## config.mk

```make
export PLATFORM = sky130hd
export DESIGN_NAME = laddr_endian_decoder
export DESIGN_NICKNAME = d
export VERILOG_FILES = /design/src/rtl/laed_pkg.sv /design/src/rtl/laed_cfg_flags.sv /design/src/rtl/laed_addr_split.sv /design/src/rtl/laddr_endian_decoder.sv
export SDC_FILE = /design/constraint.sdc
export NUM_CORES = 1
export LEC_CHECK = 0
export ABC_AREA = 1
export BUFFER_PORTS_ARGS = -buffer_cell sky130_fd_sc_hd__buf_4
export CAP_MARGIN = 20
export CORE_MARGIN = 4
export CORE_UTILIZATION = 36
export CTS_CLUSTER_DIAMETER = 50
export DETAILED_ROUTE_END_ITERATION = 16
export HOLD_SLACK_MARGIN = 0.08
export SETUP_SLACK_MARGIN = 0.15
export SLEW_MARGIN = 0
export SYNTH_ARGS = -nofsm -noshare
export SYNTH_HDL_FRONTEND = slang
export SYNTH_HIERARCHICAL = 1
export SYNTH_SLANG_ARGS = --single-unit
```

## constraint.sdc

```tcl
create_clock -name clk -period 1.9 [get_ports clk]
set_clock_uncertainty 0.1 [all_clocks]
set_input_delay 0.19 -clock clk [delete_from_list [all_inputs] [get_ports clk]]
set_output_delay 0.19 -clock clk [all_outputs]
set_load 0.005 [all_outputs]
```

## src/rtl/laed_pkg.sv

```systemverilog
package laed_pkg;
    localparam int OFS_W  = 23;
    localparam int DATA_W = 16;
    localparam int NFLAG  = 3;
    localparam int FLAG_BASE = 'h2B;
    localparam int FLAG_STEP = 4;

    typedef enum logic [1:0] {WIN_CFG = 2'd0, WIN_REG = 2'd1, WIN_M16 = 2'd2, WIN_M8 = 2'd3} win_e;
    typedef enum logic [1:0] {SP_IO = 2'd0, SP_ID = 2'd1, SP_INT = 2'd2, SP_MEM = 2'd3} space_e;
    typedef enum logic [1:0] {ST_IDLE = 2'd0, ST_ISSUE = 2'd1, ST_DONE = 2'd2} state_e;

    function automatic logic [DATA_W-1:0] lane_swap(input logic [DATA_W-1:0] d, input logic en);
        return en ? {d[7:0], d[15:8]} : d;
    endfunction
endpackage

```

## src/rtl/laed_cfg_flags.sv

```systemverilog
module laed_cfg_flags
    import laed_pkg::*;
#(
    parameter int ADDR_W = 25
) (
    input  logic              clk,
    input  logic              rst_n,
    input  logic [ADDR_W-1:0] cfg_addr,
    input  logic              wr_en,
    input  logic              wr_bit,
    output logic [1:0]        win_be,
    output logic [7:0]        rd_byte
);
    logic [NFLAG-1:0] flags;
    logic [NFLAG-1:0] hit;

    for (genvar k = 0; k < NFLAG; k++) begin : g_flag
        localparam logic [ADDR_W-1:0] HIT_ADDR = ADDR_W'(FLAG_BASE + FLAG_STEP * k);
        assign hit[k] = (cfg_addr == HIT_ADDR);
        always_ff @(posedge clk or negedge rst_n) begin
            if (!rst_n)
                flags[k] <= 1'b0;
            else if (wr_en && hit[k])
                flags[k] <= wr_bit;
        end
    end

    assign win_be  = flags[1:0];
    assign rd_byte = {7'd0, |(hit & flags)};

    AST_FLAG_HOLD: assert property (@(posedge clk) disable iff (!rst_n)
        !wr_en |=> $stable(flags));
endmodule

```

## src/rtl/laed_addr_split.sv

```systemverilog
module laed_addr_split
    import laed_pkg::*;
#(
    parameter int SLOT_W = 2,
    parameter int ADDR_W = 25
) (
    input  win_e              win,
    input  logic [ADDR_W-1:0] addr,
    input  logic              size_hw,
    input  logic [1:0]        win_be,
    output logic [SLOT_W-1:0] slot,
    output space_e            space,
    output logic [OFS_W-1:0]  offset,
    output logic              swap_hw
);
    logic              be;
    logic [ADDR_W-1:0] a;

    always_comb begin
        unique case (win)
            WIN_REG: be = win_be[0];
            WIN_M16: be = win_be[1];
            default: be = 1'b0;
        endcase
        a = addr;
        if (be && !size_hw)
            a[0] = ~addr[0];
        swap_hw = be && size_hw;

        slot   = '0;
        space  = SP_IO;
        offset = '0;
        unique case (win)
            WIN_REG: begin
                slot = a[8 +: SLOT_W];
                unique case (a[7:6])
                    2'd3: begin
                        space  = SP_INT;
                        offset = {{(OFS_W-6){1'b0}}, a[5:0]};
                    end
                    2'd2: begin
                        space  = SP_ID;
                        offset = {{(OFS_W-6){1'b0}}, a[5:0]};
                    end
                    default: begin
                        space  = SP_IO;
                        offset = {{(OFS_W-7){1'b0}}, a[6:0]};
                    end
                endcase
            end
            WIN_M16: begin
                slot   = a[OFS_W +: SLOT_W];
                space  = SP_MEM;
                offset = a[OFS_W-1:0];
            end
            WIN_M8: begin
                slot   = a[OFS_W-1 +: SLOT_W];
                space  = SP_MEM;
                offset = {1'b0, a[OFS_W-2:0]};
            end
            default: ;
        endcase
    end
endmodule

```

## src/rtl/laddr_endian_decoder.sv

```systemverilog
module laddr_endian_decoder
    import laed_pkg::*;
#(
    parameter int NSLOT  = 4,
    parameter int SLOT_W = $clog2(NSLOT),
    parameter int ADDR_W = OFS_W + SLOT_W
) (
    input  logic              clk,
    input  logic              rst_n,
    input  logic              acc_valid,
    output logic              acc_ready,
    input  logic              acc_write,
    input  logic [1:0]        acc_win,
    input  logic [ADDR_W-1:0] acc_addr,
    input  logic              acc_size,
    input  logic [DATA_W-1:0] acc_wdata,
    input  logic [NSLOT-1:0]  slot_present,
    output logic              mod_req,
    output logic              mod_write,
    output logic [SLOT_W-1:0] mod_slot,
    output logic [1:0]        mod_space,
    output logic [OFS_W-1:0]  mod_offset,
    output logic              mod_size,
    output logic [DATA_W-1:0] mod_wdata,
    input  logic [DATA_W-1:0] mod_rdata,
    output logic              done,
    output logic [DATA_W-1:0] rd_data
);
    state_e state, nxt;

    win_e              q_win;
    logic              q_write, q_size, q_swap;
    logic [SLOT_W-1:0] q_slot;
    space_e            q_space;
    logic [OFS_W-1:0]  q_ofs;
    logic [ADDR_W-1:0] q_addr;
    logic [DATA_W-1:0] q_wdata, q_rdata;

    logic [1:0]        win_be;
    logic [7:0]        cfg_rd;
    logic [SLOT_W-1:0] d_slot;
    space_e            d_space;
    logic [OFS_W-1:0]  d_ofs;
    logic              d_swap;
    logic              accept, cfg_wr, hit_present;

    assign accept = acc_valid && (state == ST_IDLE);

    laed_addr_split #(.SLOT_W(SLOT_W), .ADDR_W(ADDR_W)) u_split (
        .win(win_e'(acc_win)), .addr(acc_addr), .size_hw(acc_size), .win_be(win_be),
        .slot(d_slot), .space(d_space), .offset(d_ofs), .swap_hw(d_swap)
    );

    assign cfg_wr = (state == ST_ISSUE) && (q_win == WIN_CFG) && q_write;

    laed_cfg_flags #(.ADDR_W(ADDR_W)) u_flags (
        .clk(clk), .rst_n(rst_n), .cfg_addr(q_addr), .wr_en(cfg_wr),
        .wr_bit(q_wdata[0]), .win_be(win_be), .rd_byte(cfg_rd)
    );

    // state register
    always_ff @(posedge clk or negedge rst_n) begin
        if (!rst_n) state <= ST_IDLE;
        else        state <= nxt;
    end

    always_comb begin
        nxt = state;
        unique case (state)
            ST_IDLE:  if (acc_valid) nxt = ST_ISSUE;
            ST_ISSUE: nxt = ST_DONE;
            ST_DONE:  nxt = ST_IDLE;
            default:  nxt = ST_IDLE;
        endcase
    end

    // captured access and result
    always_ff @(posedge clk or negedge rst_n) begin
        if (!rst_n) begin
            q_win   <= WIN_CFG;
            q_write <= 1'b0;
            q_size  <= 1'b0;
            q_swap  <= 1'b0;
            q_slot  <= '0;
            q_space <= SP_IO;
            q_ofs   <= '0;
            q_addr  <= '0;
            q_wdata <= '0;
            q_rdata <= '0;
        end else begin
            if (accept) begin
                q_win   <= win_e'(acc_win);
                q_write <= acc_write;
                q_size  <= acc_size;
                q_swap  <= d_swap;
                q_slot  <= d_slot;
                q_space <= d_space;
                q_ofs   <= d_ofs;
                q_addr  <= acc_addr;
                q_wdata <= acc_wdata;
            end
            if (state == ST_ISSUE) begin
                if (q_write)               q_rdata <= '0;
                else if (q_win == WIN_CFG) q_rdata <= {8'd0, cfg_rd};
                else if (!hit_present)     q_rdata <= '0;
                else                       q_rdata <= lane_swap(mod_rdata, q_swap);
            end
        end
    end

    assign hit_present = slot_present[q_slot];

    // outputs
    always_comb begin
        acc_ready  = (state == ST_IDLE);
        done       = (state == ST_DONE);
        mod_req    = (state == ST_ISSUE) && (q_win != WIN_CFG) && hit_present;
        mod_write  = q_write;
        mod_slot   = q_slot;
        mod_space  = q_space;
        mod_offset = q_ofs;
        mod_size   = q_size;
        mod_wdata  = lane_swap(q_wdata, q_swap);
        rd_data    = q_rdata;
    end

    AST_ACCEPT_BUSY: assert property (@(posedge clk) disable iff (!rst_n)
        acc_valid && acc_ready |=> !acc_ready && !done);
    AST_REQ_FROM_ACCEPT: assert property (@(posedge clk) disable iff (!rst_n)
        mod_req |-> $past(acc_valid && acc_ready));
    AST_DONE_FOLLOWS: assert property (@(posedge clk) disable iff (!rst_n)
        mod_req |=> done && !mod_req);
    AST_DONE_RELEASE: assert property (@(posedge clk) disable iff (!rst_n)
        done |=> acc_ready && !done);
    AST_WRITE_ZERO: assert property (@(posedge clk) disable iff (!rst_n)
        done && $past(mod_req && mod_write) |-> rd_data == '0);
    AST_CFG_NO_MODULE: assert property (@(posedge clk) disable iff (!rst_n)
        acc_valid && acc_ready && (acc_win == 2'd0) |=> !mod_req);
    AST_SHORT_OFS: assert property (@(posedge clk) disable iff (!rst_n)
        mod_req && (mod_space == 2'd1 || mod_space == 2'd2) |-> mod_offset[OFS_W-1:6] == '0);
endmodule

```

# Word-level counts from Yosys, hierarchy flattened
# Index checks and enable logic that the tools add are counted.
totals:
  regBits: 94
  out_inout_bits: 64
  input_bits: 68
op_classes:
  reduce_logical: 17
  bitwise_logic: 2
  magnitude_cmp: 1
  mux: 16
  eq_ne: 11
ops:
  columns: ["operator", "count"]
  rows:
  - ["16-bit two-way mux", 5]
  - ["25-bit by 6-bit equality test with 1-bit output, second input constant", 3]
  - ["23-bit one-hot mux with 3 select lines", 1]
  - ["2-bit one-hot mux with 2 select lines", 3]
  - ["2-bit equality test, second input constant", 5]
  - ["1-bit logical AND", 10]
  - ["7-bit two-way mux", 1]
  - ["2-bit one-hot mux with 3 select lines", 1]
  - ["2-bit by 1-bit equality test with 1-bit output, second input constant", 2]
  - ["2-bit zero test", 2]
  - ["2-bit OR reduction", 2]
  - ["3-bit AND", 1]
  - ["2-bit by 3-bit < comparator with 1-bit output, second input constant", 1]
  - ["3-bit OR reduction", 1]
  - ["1-bit binary-select mux with 2-bit select", 1]
  - ["1-bit two-way mux", 2]
  - ["2-bit two-way mux", 1]
  - ["2-bit inequality test, second input constant", 1]
  - ["1-bit one-hot mux with 2 select lines", 1]
  - ["2-bit nonzero test", 1]
  - ["1-bit zero test", 1]
  - ["1-bit inverter", 1]

# Depth between registers and ports, before layout
depth:
  ltp_word: 6
  depth_mapped: 11
  ltp_nobuf: 11

# Modules after synthesis
# Netlist, hierarchy kept.
by_module_without_submodules:
  columns: ["module", "seq_area_each_um2", "cells_each", "instances", "area_per_inst_um2"]
  rows:
  - ["laddr_endian_decoder", 2277.2, 516, 1, 4053.9]
  - ["laed_cfg_flags", 75.1, 89, 1, 475.5]
  - ["laed_addr_split", 0.0, 84, 1, 376.6]

# Least setup slack after synthesis
# OpenSTA, ideal clock, no wires.
synth_timing:
  path_kind: "register to register"
  startpoint: "register q_win[1]"
  endpoint: "register u_flags.flags[0], in the netlist u_flags/win_be[0]"
  t_required_ps: 1683
  period_less_slack_ps: 1525
  setup_ps: 117
  slack_ps: 375
  t_arrival_ps: 1308
  n_path_buf: 1
  path_stages_with_launch: 8
  cell_sequence: "dfrtp_1 -> nor2_2 -> inv_2 -> buf_2 -> nor3_2 -> nand4_1 -> nand2_1 -> nand2_1"
synth_via:
  elab_chain_len: 4
synth_rtl:
  columns: ["item", "line_no", "text"]
  rows:
  - ["start, declared", "laddr_endian_decoder.sv:31", "win_e q_win;"]
  - ["start signal, assigned", "laddr_endian_decoder.sv:92", "q_win <= win_e'(acc_win);"]
  - ["2-bit zero test", "laddr_endian_decoder.sv:54", "assign cfg_wr = (state == ST_ISSUE) && (q_win == WIN_CFG) && q_write;"]
  - ["1-bit logical AND (2 in a row)", "laddr_endian_decoder.sv:54", null]
  - ["via cfg_wr", "laddr_endian_decoder.sv:45", "logic accept, cfg_wr, hit_present;"]
  - ["1-bit logical AND", "laed_cfg_flags.sv:23", "else if (wr_en && hit[k])"]
  - ["end signal, assigned by index", "laed_cfg_flags.sv:24", "flags[k] <= wr_bit;"]
  - ["end, declared", "laed_cfg_flags.sv:14", "logic [NFLAG-1:0] flags;"]
# The timed path passes the listed nets, and every way through them passes these cells.
# A chain may end at the register's enable or synchronous reset.

# Final worst setup path
layout_timing:
  startpoint: "register q_slot[0], in the netlist mod_slot[0]"
  endpoint: "output port mod_req"
layout_via:
  elab_chain_len: 3
layout_rtl:
  columns: ["item", "line_no", "text"]
  rows:
  - ["start, declared", "laddr_endian_decoder.sv:33", "logic [SLOT_W-1:0] q_slot;"]
  - ["start signal, assigned", "laddr_endian_decoder.sv:96", "q_slot <= d_slot;"]
  - ["1-bit binary-select mux with 2-bit select", "laddr_endian_decoder.sv:111", "assign hit_present = slot_present[q_slot];"]
  - ["1-bit two-way mux (not written as such)", "laddr_endian_decoder.sv:111", null]
  - ["1-bit logical AND", "laddr_endian_decoder.sv:117", "mod_req = (state == ST_ISSUE) && (q_win != WIN_CFG) && hit_present;"]
  - ["end, declared", "laddr_endian_decoder.sv:18", "output logic mod_req,"]
# Every way passes these cells. The select of a mux whose other input is x is not followed.

==> metrics.txt <==
# TYPE chip_impl_metric gauge
chip_impl_metric{name="detail_route.iter0.violations",unit=""} 328
chip_impl_metric{name="numClockSinks",unit=""} 94
chip_impl_metric{name="synthCells",unit=""} 689
chip_impl_metric{name="fp.dieArea",unit="mm2"} 0.0156
chip_impl_metric{name="number_of_slew_limit_violations_in_the_final_report",unit=""} 0
chip_impl_metric{name="timing.critical_path.required",unit="ns"} 1.61
chip_impl_info{name="synth-main-ff-cell",value="sky130_fd_sc_hd__dfrtp_1"} 1
chip_impl_info{name="grt_setup_unrepaired",value="true"} 1
chip_impl_metric{name="synth_sequential_area_ratio",unit=""} 0.479
chip_impl_metric{name="global_route.overflow_total",unit=""} 0
chip_impl_metric{name="maxClockFrequency",unit="MHz"} 575
chip_impl_metric{name="crit_path_max_fanout",unit=""} 4
chip_impl_info{name="timing.critical_path.to_type",value="primary output"} 1
chip_impl_info{name="synth_largest_area_cell",value="sky130_fd_sc_hd__dfrtp_1"} 1
chip_impl_metric{name="final_layout_size_suffix_gt1_frac",unit=""} 0.218
chip_impl_info{name="clock_tree.root_cell",value="sky130_fd_sc_hd__clkbuf_16"} 1
chip_impl_metric{name="final-setup-viol-count",unit=""} 0
chip_impl_metric{name="ys.warnings.count",unit=""} 6
chip_impl_metric{name="final_net_count",unit=""} 931
chip_impl_info{name="status",value="finished clean"} 1
chip_impl_metric{name="gpl.final_weighted_congestion",unit=""} 0.817
chip_impl_metric{name="max-cap-violations",unit=""} 0
chip_impl_metric{name="grt_pass1_wl",unit="mm"} 23.0
chip_impl_info{name="ys_top_cells_by_count",value="sky130_fd_sc_hd__nand2_1 (329), sky130_fd_sc_hd__dfrtp_1 (94), sky130_fd_sc_hd__inv_1 (66)"} 1
chip_impl_metric{name="area_share_of_the_leading_cell_type_in_the_synthesized_netlist",unit=""} 0.479
chip_impl_metric{name="drt-vias-per-instance",unit=""} 4.56
chip_impl_metric{name="clk_transition_reported_paths",unit="ns"} 0.07
chip_impl_metric{name="fillCellCount",unit=""} 1300
chip_impl_info{name="min_delay_worst_endpoint",value="rd_data[12]"} 1
chip_impl_metric{name="yosysUniqueCellTypes",unit=""} 27
chip_impl_metric{name="drt_pass1_iterations",unit=""} 7
chip_impl_metric{name="report.final.hold_viol_count",unit=""} 0
chip_impl_metric{name="core_region_area",unit="mm2"} 0.0133
chip_impl_metric{name="grt_pass1_vias",unit=""} 4689
chip_impl_metric{name="hold_path_depth",unit=""} 5
chip_impl_metric{name="p_leak",unit="nW"} 3.82
chip_impl_metric{name="globalRouteTotalUtil",unit=""} 0.179
chip_impl_metric{name="reg2reg_setup_slack",unit="ns"} 0.27
chip_impl_metric{name="initial_utilization",unit=""} 0.369
chip_impl_metric{name="routed_wl",unit="mm"} 13.7
chip_impl_info{name="critical_path.startpoint_type",value="flip-flop"} 1
chip_impl_metric{name="n_antenna_cell",unit=""} 0
chip_impl_metric{name="timing.max_slew.rel_slack",unit=""} 0.615
chip_impl_metric{name="io_pins",unit=""} 132
chip_impl_metric{name="num_vias",unit=""} 4747
chip_impl_metric{name="htree_levels",unit=""} 3
chip_impl_metric{name="ys_ff_latch",unit=""} 94
chip_impl_metric{name="final_cell_area",unit="mm2"} 0.00686
chip_impl_info{name="synth_most_common_cell",value="sky130_fd_sc_hd__nand2_1"} 1
chip_impl_metric{name="ys_async_sr_fraction",unit=""} 1.00
chip_impl_info{name="hp-start",value="mod_rdata[4]"} 1
chip_impl_metric{name="fp-row-count",unit=""} 42
chip_impl_metric{name="synth_edf_count",unit=""} 0
chip_impl_metric{name="syn_to_layout_area_delta",unit="%"} 39.9
chip_impl_info{name="r2r-end",value="u_flags/win_be[0]"} 1
chip_impl_metric{name="placement.cell_area",unit="mm2"} 0.00604
chip_impl_metric{name="finalWorstPathRequiredPeriod",unit="ns"} 1.74
chip_impl_metric{name="die_x",unit="um"} 125
chip_impl_metric{name="detail_route.drc_violations",unit=""} 0
chip_impl_metric{name="number_of_clock_buffers_inserted_by_tritoncts",unit=""} 9
chip_impl_metric{name="buffer_ports.inserted",unit=""} 131
chip_impl_metric{name="dieHeight",unit="um"} 125
chip_impl_info{name="critPathKind",value="reg -> out"} 1
chip_impl_metric{name="ff2ff_path_depth",unit=""} 7
chip_impl_metric{name="final.setup.tns",unit="ns"} 0
chip_impl_metric{name="drt.antenna.violating_nets",unit=""} 0
chip_impl_metric{name="grt_max_degree",unit=""} 63
chip_impl_metric{name="actual_slew_at_the_worst_max_slew_pin",unit="ns"} 0.577
chip_impl_metric{name="synthesis.area_per_instance",unit="um2"} 7.12
chip_impl_metric{name="post_drt_wl_per_cell",unit="um"} 13.1
chip_impl_metric{name="cp_data_arrival_time",unit="ns"} 1.45
chip_impl_info{name="yosys-top-cells-area",value="sky130_fd_sc_hd__dfrtp_1 (48%), sky130_fd_sc_hd__nand2_1 (25%), sky130_fd_sc_hd__inv_1 (5.0%)"} 1
chip_impl_metric{name="worst_vdd_rail_ir_drop",unit="mV"} 0.514
chip_impl_metric{name="worstSkewPairLatency",unit="ns"} 0.35
chip_impl_info{name="cts_tree",value="yes"} 1
chip_impl_metric{name="antenna_violations_before_repair",unit=""} 0
chip_impl_metric{name="final_min_period_over_clock_period",unit=""} 0.916
chip_impl_metric{name="netlist_area",unit="mm2"} 0.00491
chip_impl_metric{name="clk_path_buf_depth",unit=""} 2
chip_impl_info{name="worst_r2r_startpoint",value="state[0]"} 1
chip_impl_info{name="hp-class",value="in -> reg"} 1
chip_impl_metric{name="detailedPlacementHpwl",unit="mm"} 9.89
chip_impl_metric{name="powerDensity",unit="mW/mm2"} 972
## report_power, final
group	total, mW	internal (mW)	switching, mW
clock	1.95	1.16	0.792
sequential	2.75	2.45	0.298
combinational	1.97	0.941	1.03
## state kept, by name (all words and copies together) (netlist names)
register	flops
q_wdata	16
mod_slot	2
mod_write	1
mod_size	1
q_swap	1
u_flags/flags	1
state	2
mod_space	2
q_addr	25
mod_offset	23
q_win	2
u_flags/win_be	2
rd_data	16
## cell type report
class,count,area (um2),share of cell area
multi-input combinational,493,2120,0.309
clock inverter,7,95.1,0.0139
sequential,94,2350,0.343
inverter,72,273,0.0398
timing repair buffer,189,1570,0.229
tap,176,220,0.0321
clock buffer,9,225,0.0328
## critical path, cell delays in order (launching register included)
cell                      delay, ns
sky130_fd_sc_hd__dfrtp_1       0.42
sky130_fd_sc_hd__inv_2         0.08
sky130_fd_sc_hd__nand2_2       0.08
sky130_fd_sc_hd__nand3_4       0.07
sky130_fd_sc_hd__and2_4        0.16
sky130_fd_sc_hd__and3_1        0.16
sky130_fd_sc_hd__buf_4         0.14
## timing repair
| action | in CTS | in global routing |
|---|---|---|
| resized for setup | 9 | 4 |
| buffers inserted | 2 | 0 |
| endpoints found under the setup margin | 1 | 8 |
| hold buffers | 45 | 0 |
| hold endpoints to repair | 101 | 0 |
## per-stage QoR
step	util	hold WS [ns]	std cells	total power, mW	setup slack [ns]
4_1_cts	0.515	0.105	1040	6.74	0.150
3_3_place_gp	0.454	0.119	977	4.61	0.345
5_1_grt	0.516	0.151	1040	7.12	0.104
6_report	0.516	0.109	1040	6.67	0.160
2_1_floorplan	-	-0.206	695	3.69	0.375
3_5_place_dp	0.454	0.133	977	4.65	0.283
## worst max-delay path by stage
stage	cells after the start	endpoint	from	slack, ns
after floorplan	7	u_flags/win_be[0]	q_win[1]	0.38
after global placement	7	u_flags/win_be[1]	state[0]	0.35
after detailed placement	7	u_flags/win_be[0]	state[0]	0.28
after CTS	3	mod_wdata[0]	q_swap	0.15
after global routing	6	mod_req	mod_slot[0]	0.10
final	6	mod_req	mod_slot[0]	0.16
## cells by family (layout without fill, tap and decap cells)
| logic type | after synthesis | count (layout) | synth area share |
|---|---|---|---|
| and+or+nand+nor | 434 | 434 | 0.360 |
| buffers and inverters | 108 | 277 | 0.0990 |
| other | 1 | 7 | 0.000764 |
| AOI/OAI and AO/OA | 48 | 48 | 0.0508 |
| adders and majority gates | 4 | 4 | 0.0102 |
| DFF | 94 | 94 | 0.479 |
## layout by cell type (no fill, tap or decap), drive strengths merged
| master | netlist | final |
|---|---|---|
| nor3 | 1 | 1 |
| buf | 29 | 144 |
| bufinv | 0 | 2 |
| ha | 4 | 4 |
| a211oi | 1 | 1 |
| o31ai | 1 | 1 |
| inv | 71 | 73 |
| dlygate4sd3 | 0 | 45 |
| nor2 | 64 | 64 |
| conb | 1 | 7 |
| and3 | 1 | 1 |
| dfrtp | 94 | 94 |
| clkbuf | 7 | 9 |
| nand2 | 332 | 332 |
| clkinvlp | 0 | 1 |
| nand3 | 26 | 26 |
| o21ai | 36 | 36 |
| and2 | 1 | 1 |
| nand4 | 9 | 9 |
| a21oi | 10 | 10 |
| clkinv | 1 | 3 |
## metal layers
layer	part of all wire	up-vias	track usage	wire length [um]
li1	-	2414	-	-
met1	0.47	2144	0.245	6390
met2	0.45	169	0.284	6110
met3	0.067	20	0.0347	920
met4	0.018	0	0.0593	245
met5	0	-	0	0
No activity file was read; power rests on OpenSTA's default activity.
